$ cat src/rtl/disp_pkg.sv
package disp_pkg;

    typedef enum logic [1:0] {
        ST_IDLE = 2'd0,
        ST_ACC  = 2'd1,
        ST_GNT  = 2'd2
    } seq_st_e;

endpackage

$ cat src/rtl/disp_ctr.sv
module disp_ctr #(
    parameter int DW = 9
) (
    input  logic          clk,
    input  logic          rst_n,
    input  logic          step_i,
    output logic [DW-1:0] cnt_o,
    output logic          trace_o
);

    typedef struct packed {
        logic [DW-1:0] cnt;
        logic          trace;
    } ctr_t;

    ctr_t r_d, r_q;

    always_comb begin
        r_d = r_q;
        if (step_i) begin
            r_d.cnt = r_q.cnt + 1'b1;
            if (&r_q.cnt) begin
                r_d.trace = ~r_q.trace;
            end
        end
    end

    always_ff @(posedge clk) begin
        if (!rst_n) begin
            r_q <= '0;
        end else begin
            r_q <= r_d;
        end
    end

    assign cnt_o   = r_q.cnt;
    assign trace_o = r_q.trace;

    AST_CNT_STEP: assert property (@(posedge clk) disable iff (!rst_n)
        step_i |=> (cnt_o == DW'($past(cnt_o) + 1'b1)));
    AST_CNT_HOLD: assert property (@(posedge clk) disable iff (!rst_n)
        !step_i |=> $stable(cnt_o) && $stable(trace_o));
    AST_TRACE_WRAP: assert property (@(posedge clk) disable iff (!rst_n)
        (step_i && (&cnt_o)) |=> (trace_o != $past(trace_o)));

endmodule

$ cat src/rtl/addr_mux.sv
module addr_mux #(
    parameter int DW = 9,
    localparam int AW = DW + 1
) (
    input  logic          clk,
    input  logic          rst_n,
    input  logic          load_i,
    input  logic          sel_coord_i,
    input  logic [AW-1:0] coord_i,
    input  logic [DW-1:0] cnt_i,
    input  logic          trace_i,
    output logic [AW-1:0] addr_o
);

    typedef struct packed {
        logic [AW-1:0] addr;
    } mux_t;

    mux_t r_d, r_q;
    logic [AW-1:0] pick;

    always_comb begin
        pick = sel_coord_i ? coord_i : {cnt_i, trace_i};
        r_d  = r_q;
        if (load_i) begin
            r_d.addr = pick;
        end
    end

    always_ff @(posedge clk) begin
        if (!rst_n) begin
            r_q <= '0;
        end else begin
            r_q <= r_d;
        end
    end

    assign addr_o = r_q.addr;

    AST_ADDR_HOLD: assert property (@(posedge clk) disable iff (!rst_n)
        !load_i |=> $stable(addr_o));
    AST_DISP_TRACE_BIT: assert property (@(posedge clk) disable iff (!rst_n)
        (load_i && !sel_coord_i) |=> (addr_o[0] == $past(trace_i)));
    AST_WR_COORD: assert property (@(posedge clk) disable iff (!rst_n)
        (load_i && sel_coord_i) |=> (addr_o == $past(coord_i)));

endmodule

$ cat src/rtl/seq_fsm.sv
module seq_fsm
    import disp_pkg::*;
#(
    parameter int ACC_LEN = 2,
    parameter int HOLD    = 8
) (
    input  logic clk,
    input  logic rst_n,
    input  logic sync_i,
    input  logic acq_i,
    input  logic req_i,
    output logic load_o,
    output logic step_o,
    output logic wr_o,
    output logic oe_o,
    output logic req_low_o
);

    localparam int TMAX = (HOLD > ACC_LEN) ? HOLD : ACC_LEN;
    localparam int TW   = $clog2(TMAX + 1);

    typedef struct packed {
        seq_st_e       st;
        logic [TW-1:0] tmr;
        logic          wr;
        logic          pulse;
    } fsm_t;

    fsm_t r_d, r_q;

    always_comb begin
        r_d       = r_q;
        r_d.pulse = 1'b0;
        load_o    = 1'b0;
        step_o    = 1'b0;
        case (r_q.st)
            ST_IDLE: begin
                if (sync_i) begin
                    r_d.st  = ST_ACC;
                    r_d.tmr = TW'(ACC_LEN - 1);
                    r_d.wr  = acq_i;
                    load_o  = 1'b1;
                    step_o  = ~acq_i;
                end else if (req_i) begin
                    r_d.st    = ST_GNT;
                    r_d.tmr   = TW'(HOLD - 1);
                    r_d.pulse = 1'b1;
                end
            end
            ST_ACC: begin
                if (r_q.tmr == '0) begin
                    r_d.st = ST_IDLE;
                    r_d.wr = 1'b0;
                end else begin
                    r_d.tmr = r_q.tmr - 1'b1;
                end
            end
            ST_GNT: begin
                if (r_q.tmr == '0) begin
                    r_d.st = ST_IDLE;
                end else begin
                    r_d.tmr = r_q.tmr - 1'b1;
                end
            end
            default: begin
                r_d.st = ST_IDLE;
                r_d.wr = 1'b0;
            end
        endcase
    end

    always_ff @(posedge clk) begin
        if (!rst_n) begin
            r_q.st    <= ST_IDLE;
            r_q.tmr   <= '0;
            r_q.wr    <= 1'b0;
            r_q.pulse <= 1'b0;
        end else begin
            r_q <= r_d;
        end
    end

    assign wr_o      = r_q.wr;
    assign oe_o      = (r_q.st != ST_GNT);
    assign req_low_o = r_q.pulse;

    AST_GRANT_PULSE: assert property (@(posedge clk) disable iff (!rst_n)
        req_low_o |=> !req_low_o);
    AST_GRANT_AFTER_IDLE: assert property (@(posedge clk) disable iff (!rst_n)
        req_low_o |-> !$past(wr_o));
    AST_NO_ACCESS_IN_GRANT: assert property (@(posedge clk) disable iff (!rst_n)
        !oe_o |-> !load_o);

endmodule

$ cat src/rtl/disp_addr_seq.sv
module disp_addr_seq #(
    parameter int DW      = 9,
    parameter int ACC_LEN = 2,
    parameter int HOLD    = 8,
    localparam int AW     = DW + 1
) (
    input  logic          clk,
    input  logic          rst_n,
    input  logic          sync_i,
    input  logic          acq_i,
    input  logic [AW-1:0] coord_i,
    input  logic          bus_req_i,
    output logic [AW-1:0] addr_o,
    output logic          addr_oe_o,
    output logic          wr_o,
    output logic          trace_b_o,
    output logic          req_low_o
);

    logic          load;
    logic          step;
    logic [DW-1:0] cnt;
    logic          trace;

    seq_fsm #(
        .ACC_LEN (ACC_LEN),
        .HOLD    (HOLD)
    ) u_fsm (
        .clk       (clk),
        .rst_n     (rst_n),
        .sync_i    (sync_i),
        .acq_i     (acq_i),
        .req_i     (bus_req_i),
        .load_o    (load),
        .step_o    (step),
        .wr_o      (wr_o),
        .oe_o      (addr_oe_o),
        .req_low_o (req_low_o)
    );

    disp_ctr #(
        .DW (DW)
    ) u_ctr (
        .clk     (clk),
        .rst_n   (rst_n),
        .step_i  (step),
        .cnt_o   (cnt),
        .trace_o (trace)
    );

    addr_mux #(
        .DW (DW)
    ) u_mux (
        .clk         (clk),
        .rst_n       (rst_n),
        .load_i      (load),
        .sel_coord_i (acq_i),
        .coord_i     (coord_i),
        .cnt_i       (cnt),
        .trace_i     (trace),
        .addr_o      (addr_o)
    );

    assign trace_b_o = addr_o[0];

    // Window-length checker: counts consecutive cycles with the enable withdrawn
    localparam int LW = $clog2(HOLD + 1);
    logic [LW-1:0] float_cnt_q;

    always_ff @(posedge clk) begin
        if (!rst_n) begin
            float_cnt_q <= '0;
        end else if (addr_oe_o) begin
            float_cnt_q <= '0;
        end else if (float_cnt_q != LW'(HOLD)) begin
            float_cnt_q <= float_cnt_q + 1'b1;
        end
    end

    AST_FLOAT_BOUNDED: assert property (@(posedge clk) disable iff (!rst_n)
        !addr_oe_o |-> (float_cnt_q < LW'(HOLD)));
    AST_FLOAT_FULL: assert property (@(posedge clk) disable iff (!rst_n)
        $rose(addr_oe_o) |-> (float_cnt_q == LW'(HOLD)));
    AST_GRANT_STARTS_FLOAT: assert property (@(posedge clk) disable iff (!rst_n)
        req_low_o |-> !addr_oe_o);
    AST_WR_NEEDS_OE: assert property (@(posedge clk) disable iff (!rst_n)
        wr_o |-> addr_oe_o);
    AST_WR_ADDR_STABLE: assert property (@(posedge clk) disable iff (!rst_n)
        (wr_o && $past(wr_o)) |-> $stable(addr_o));

endmodule

$ cat config.mk
export PLATFORM = sky130hd
export DESIGN_NAME = disp_addr_seq
export DESIGN_NICKNAME = d
export VERILOG_FILES = /design/src/rtl/disp_pkg.sv /design/src/rtl/disp_ctr.sv /design/src/rtl/addr_mux.sv /design/src/rtl/seq_fsm.sv /design/src/rtl/disp_addr_seq.sv
export SDC_FILE = /design/constraint.sdc
export NUM_CORES = 1
export LEC_CHECK = 0
export ABC_AREA = 1
export ABC_CLOCK_PERIOD_IN_PS = 1500
export BUFFER_PORTS_ARGS = -buffer_cell sky130_fd_sc_hd__buf_4
export CAP_MARGIN = 5
export CELL_PAD_IN_SITES_DETAIL_PLACEMENT = 0
export CELL_PAD_IN_SITES_GLOBAL_PLACEMENT = 1
export CORE_MARGIN = 4
export CORE_UTILIZATION = 37
export DETAILED_ROUTE_END_ITERATION = 12
export PLACE_DENSITY_LB_ADDON = 0.1
export SLEW_MARGIN = 10
export SYNTH_ARGS = -nofsm -noshare
export SYNTH_HDL_FRONTEND = slang
export SYNTH_SLANG_ARGS = --single-unit
$ cat constraint.sdc
create_clock -name clk -period 1.5 [get_ports clk]
set_input_delay 0.3 -clock clk [delete_from_list [all_inputs] [get_ports clk]]
set_output_delay 0.3 -clock clk [all_outputs]
set_load 0.02 [all_outputs]
After elaboration in Yosys (flattened, before gate mapping) --
Cells that the tools add are included.
Word-level totals: memory bits (writable) 0, bits in registers 28, latch bits 0, bits of input ports 15, output and inout port bits 14, word-level logic and storage cells 46, memories kept 0, ROM bits 0
Cells by class: eq/ne operators 8, multipliers 0, bitwise operators 5, $lt $le $gt $ge 0, add/subtract/negate cells 2, mux-type cells 15, divide/modulo/power cells 0, reduce and logical (&&, ||, !) cells 9, shift-type cells 0
Operators by type and width (count):
- $mux 6 | 2
- $mux 10 | 1
- $reduce_and 10->1 | 1
- $add 9x1->9 const B | 1
- $pmux 4 s2 | 1
- $mux 1 | 7
- $ne 2x2->1 const B | 3
- $reduce_and 3->1 | 2
- $not 1->1 | 5
- $logic_not 4->1 | 1
- $mux 4 | 1
- $ne 2x1->1 const B | 2
- $pmux 2 s2 | 1
- $sub 4x1->4 const B | 1
- $ne 3x3->1 const B | 1
- $pmux 1 s3 | 1
- $reduce_or 3->1 | 1
- $eq 2x1->1 const B | 1
- $eq 2x2->1 const B | 1
- $logic_not 2->1 | 1
- $mux 2 | 1
- $reduce_and 2->1 | 1
- $reduce_bool 2->1 | 1
- $reduce_or 2->1 | 1

Logic depth before layout (Yosys ltp) --
word-level depth 4, gate-level depth with buffers 10, gate-level depth less buffers 10

Modules after synthesis --
Synthesis repeated with hierarchy kept, for this count alone.
Second synthesis, totals: cell total of the unflattened synthesis 224, area total of the unflattened synthesis 1502.7 µm²
By module, submodules not included:
- seq_fsm | area each 519.2 µm², cells each 73, seq. area each 160.2 µm², times used 1
- addr_mux | area each 506.7 µm², cells each 85, seq. area each 200.2 µm², times used 1
- disp_ctr | area each 469.2 µm², cells each 65, seq. area each 200.2 µm², times used 1
- disp_addr_seq | area each 7.5 µm², cells each 1, seq. area each 0.0 µm², times used 1

Least setup slack after synthesis --
Ideal clock, no wire load.
path type register to register, start reg u_fsm.r_q[6] (netlist name), end reg u_mux.r_q, in the netlist u_mux.addr_o[4], path slack 0.210 ns, buffers on the path 1, arrival time 1.216 ns, period minus slack after synthesis 1.290 ns, data required time 1.426 ns, library setup time 0.074 ns, cell stages (with the launch flop) 7, cell sequence dfxtp_1 inv_1 ha_1 nand2_2 clkbuf_1 nand2_1 a31oi_1
Between the ends: longest elaborated chain between the ends 2
RTL lines:
- start: declaration | RTL line seq_fsm.sv:29 | fsm_t r_d, r_q;
- start signal: assignment | RTL line seq_fsm.sv:79 | r_q <= r_d;
- $logic_not 2->1 | RTL line seq_fsm.sv:36 | case (r_q.st)
- $mux 1 | RTL line seq_fsm.sv:36
- end signal: assignment | RTL line addr_mux.sv:34 | r_q <= r_d;
- end: declaration | RTL line addr_mux.sv:19 | mux_t r_d, r_q;
No other way between the ends. A chain may end at the register's enable or synchronous reset.

Final worst setup path --
start reg u_fsm.r_q[6] (netlist name), end reg u_mux.r_q, in the netlist u_mux.addr_o[2]
Same word-level chain as after synthesis.

==> reports/metrics.yaml <==
setup_path:
  cp_max_fo: 8
  cp_slowest_cell: "dfxtp_2"
  reg2reg_to: "u_mux.addr_o[2]$_SDFFE_PN0P_"
  r2r_slack_ns: 0.04
  path_depth: 8
  crit_path_end_kind: "register"
  worst_ep_required_time_ns: 1.70
  cpLargestDelayFamily: "buffers and inverters"
  slowest_delay_ns: 0.34
  reg2reg_depth: 8
  arrival_ns: 1.66
  worstReg2RegStart: "u_fsm.r_q[6]$_SDFFE_PN0P_"
  path_cells: "inv_2 -> ha_4 -> nand2_4 -> buf_12 -> nor2_4 -> buf_6 -> nand2_1 -> a31oi_1"
  critical_path.startpoint_type: "register"
  worstSetupPathType: "register to register"
  cp_num_buf_inv: 3
clocking:
  clkSinkCount: 28
  clk_latency_ns: 0.27
  cts_buffers: 3
  hold_buffers: 0
  clockBufferDepth: 2
  cts-htree-levels: 1
  clk_pin_slew_ns: 0.10
  cts_tree: "yes"
  cts_root_buf: "clkbuf_8"
route:
  drtAntennaViolNets: 0
  wl_per_cell_um: 11.3
  firstDrtPassIters: 4
  drt-total-wl_um: 3210
  drt_iter0_markers: 74
  via_count: 1322
  vias_per_cell: 4.67
  remaining_drc_errors: 0
finish:
  num_antenna_cells: 0
  seqCellArea_um2: 563
  final_layout_size_suffix_gt1_share_pct: 24.9
  syn2layout_area_growth_pct: 32.0
  multi_input_area_um2: 722
  fin_area_mm2: 0.00181
  nets: 259
  fillers: 352
worst_hold_path:
  whs_endpoint: "u_fsm.req_low_o$_SDFF_PP0_"
  min_path_cells: 3
  hold_path_class: "input pin to register"
  min_from: "bus_req_i"
synthesis:
  async_flop_share_pct: 0
  synth_cells: 200
  avgSynthCellArea_um2: 6.85
  ys_warn_count: 0
  synth_nets: 221
  synth-seq-cells: 28
  seq_area_frac_synth_pct: 40.9
  synth_edf_count: 0
  yosysTopAreaCellShare_pct: 40.9
  synth_top_area_cell: "dfxtp_1"
  synth.most_common_cell: "nand2_1"
  ys_types: 20
  synth_area_leaders: "dfxtp_1, nand2_1, nor2_1"
  synth_common_cells: "nand2_1, dfxtp_1, nor2_1, inv_1, a21oi_1"
  netlist_area_mm2: 0.00137
  yosys_most_used_dff: "dfxtp_1"
timing:
  tightest_slew_ns: 0.448
  hold_viol: 0
  finalCritPeriodShare_pct: 97.6
  max_slew_margin_pct: 70.1
  timing.fmax_mhz: 683
  rsz0062_at_grt: "yes"
  timing.hold.ws_ns: 0.265
  finalSetupViolCount: 0
  fin_worst_skew_ns: 0.000629
  slew_viol_final: 0
  period_needed_ns: 1.46
power_and_ir_drop:
  pwr_density_cell_mw_per_mm2: 1080
  p_leak_nw: 0.800
  power_w: 0.00196
  max-vdd-ir-drop_mv: 0.465
run_status:
  outcome: "completed"
die:
  core_mm2: 0.00344
  dieArea_mm2: 0.00474
  rows: 21
  die_w_um: 68.9
  io_pins: 29
  die_y_um: 68.9
  start_util_pct: 39.8
global_routing:
  grt_pass1_vias: 1160
  grt_antenna_before_repair: 0
  grt_max_degree: 17
  groute.usage.overall_pct: 14.0
  grt_pass1_wl_um: 5060
  grt-ovfl-total: 0
place:
  hpwl_um: 2410
  placed_area_mm2: 0.00165
  place_congestion: 0.757
  port_buffers: 28
job:
  timing.max_cap.violations: 0
-- layout by cell type (no fill, tap or decap), types with 2 or more instances in the layout --
cell type / Yosys / final
nand2_1: 66 / 64
buf_4: 2 / 36
dfxtp_1: 28 / 26
nor2_1: 25 / 24
inv_1: 20 / 18
a21oi_1: 15 / 15
nand3_1: 10 / 10
a31oi_1: 9 / 9
ha_1: 6 / 5
o21ai_0: 5 / 4
nor2_2: 2 / 3
nand2_2: 3 / 3
clkbuf_8: 0 / 3
inv_2: 1 / 2
nand2_4: 0 / 2
buf_6: 1 / 2
dfxtp_2: 0 / 2
-- area by class of cell --
type / count / share of cell area (%)
multi-input combinational: 145 / 39.9
clock inverter: 1 / 1.66
clock buffer: 3 / 2.28
sequential: 28 / 31.1
tap: 46 / 3.18
timing repair buffer: 39 / 17.3
inverter: 21 / 4.50
-- how the worst max path moves through the flow --
| stage | end | start | slack (ns) |
|---|---|---|---|
| final | u_mux.addr_o[2]$_SDFFE_PN0P_ | u_fsm.r_q[6]$_SDFFE_PN0P_ | 0.04 |
| after global routing | u_ctr.cnt_o[5]$_SDFFE_PN0P_ | u_fsm.r_q[6]$_SDFFE_PN0P_ | -0.06 |
| after CTS | u_mux.addr_o[2]$_SDFFE_PN0P_ | u_fsm.r_q[6]$_SDFFE_PN0P_ | 0.009 |
| after detailed placement | u_mux.addr_o[2]$_SDFFE_PN0P_ | u_fsm.r_q[6]$_SDFFE_PN0P_ | -0.03 |
| after global placement | u_fsm.wr_o$_SDFFE_PN0P_ | u_fsm.r_q[6]$_SDFFE_PN0P_ | -0.008 |
| after floorplan | u_mux.addr_o[4]$_SDFFE_PN0P_ | u_fsm.r_q[6]$_SDFFE_PN0P_ | 0.21 |
-- power by group --
part	switching [W]	internal (W)	leakage, nW
Clock	0.000244	0.000357	0.0357
Combinational	0.000288	0.000231	0.535
Sequential	0.0000383	0.000800	0.229
-- repair_timing --
item,in CTS,in global routing
setup endpoints to repair,11,17
resized for setup,2,13
hold endpoints to repair,0,0
setup buffers,2,5
pin swaps,1,5
gates cloned,0,0
-- metrics by stage --
stage,utilization [%],cells,setup TNS (ns),worst slack [ns]
2_1_floorplan,-,200,0,0.210
3_3_place_gp,47.9,273,-0.00798,-0.00798
3_5_place_dp,47.9,273,-0.138,-0.0323
4_1_cts,50.6,279,0,0.00944
6_report,52.5,283,0,0.0359
5_1_grt,52.5,283,-0.277,-0.0630
-- cell families (layout without fill, tap and decap cells) --
logic type	count (synthesis)	in the layout	synth area share (%)
buf+inv	27	64	8.58
compound gates	29	29	11.4
flops	28	28	40.9
simple gates	109	109	33.0
fa+ha+maj	6	6	5.48
xor+xnor	1	1	0.639
-- per-layer routing --
layer | vias to the layer above | track usage [%] | share of wire (%)
met4 | 0 | 4.38 | 1.5
li1 | 704 | - | -
met3 | 6 | 2.27 | 7.5
met2 | 41 | 22.3 | 42
met1 | 571 | 19.2 | 49
met5 | - | 0 | 0
-- state kept, by name, summed over array words and instances (netlist names) --
| register | count |
|---|---|
| u_fsm.r_q | 6 |
| u_fsm.wr_o | 1 |
| u_ctr.cnt_o | 9 |
| u_ctr.trace_o | 1 |
| u_fsm.req_low_o | 1 |
| u_mux.addr_o | 10 |
-- worst reg2reg max path, delay by kind of cell (launching register included) --
family	cells	cell delay [ns]
AOI/OAI and AO/OA	1	0.18
adders and majority gates	1	0.15
buffers and inverters	3	0.37
DFF	1	0.34
and+or+nand+nor	3	0.34
Note: power is estimated with default switching activity, not from simulation.
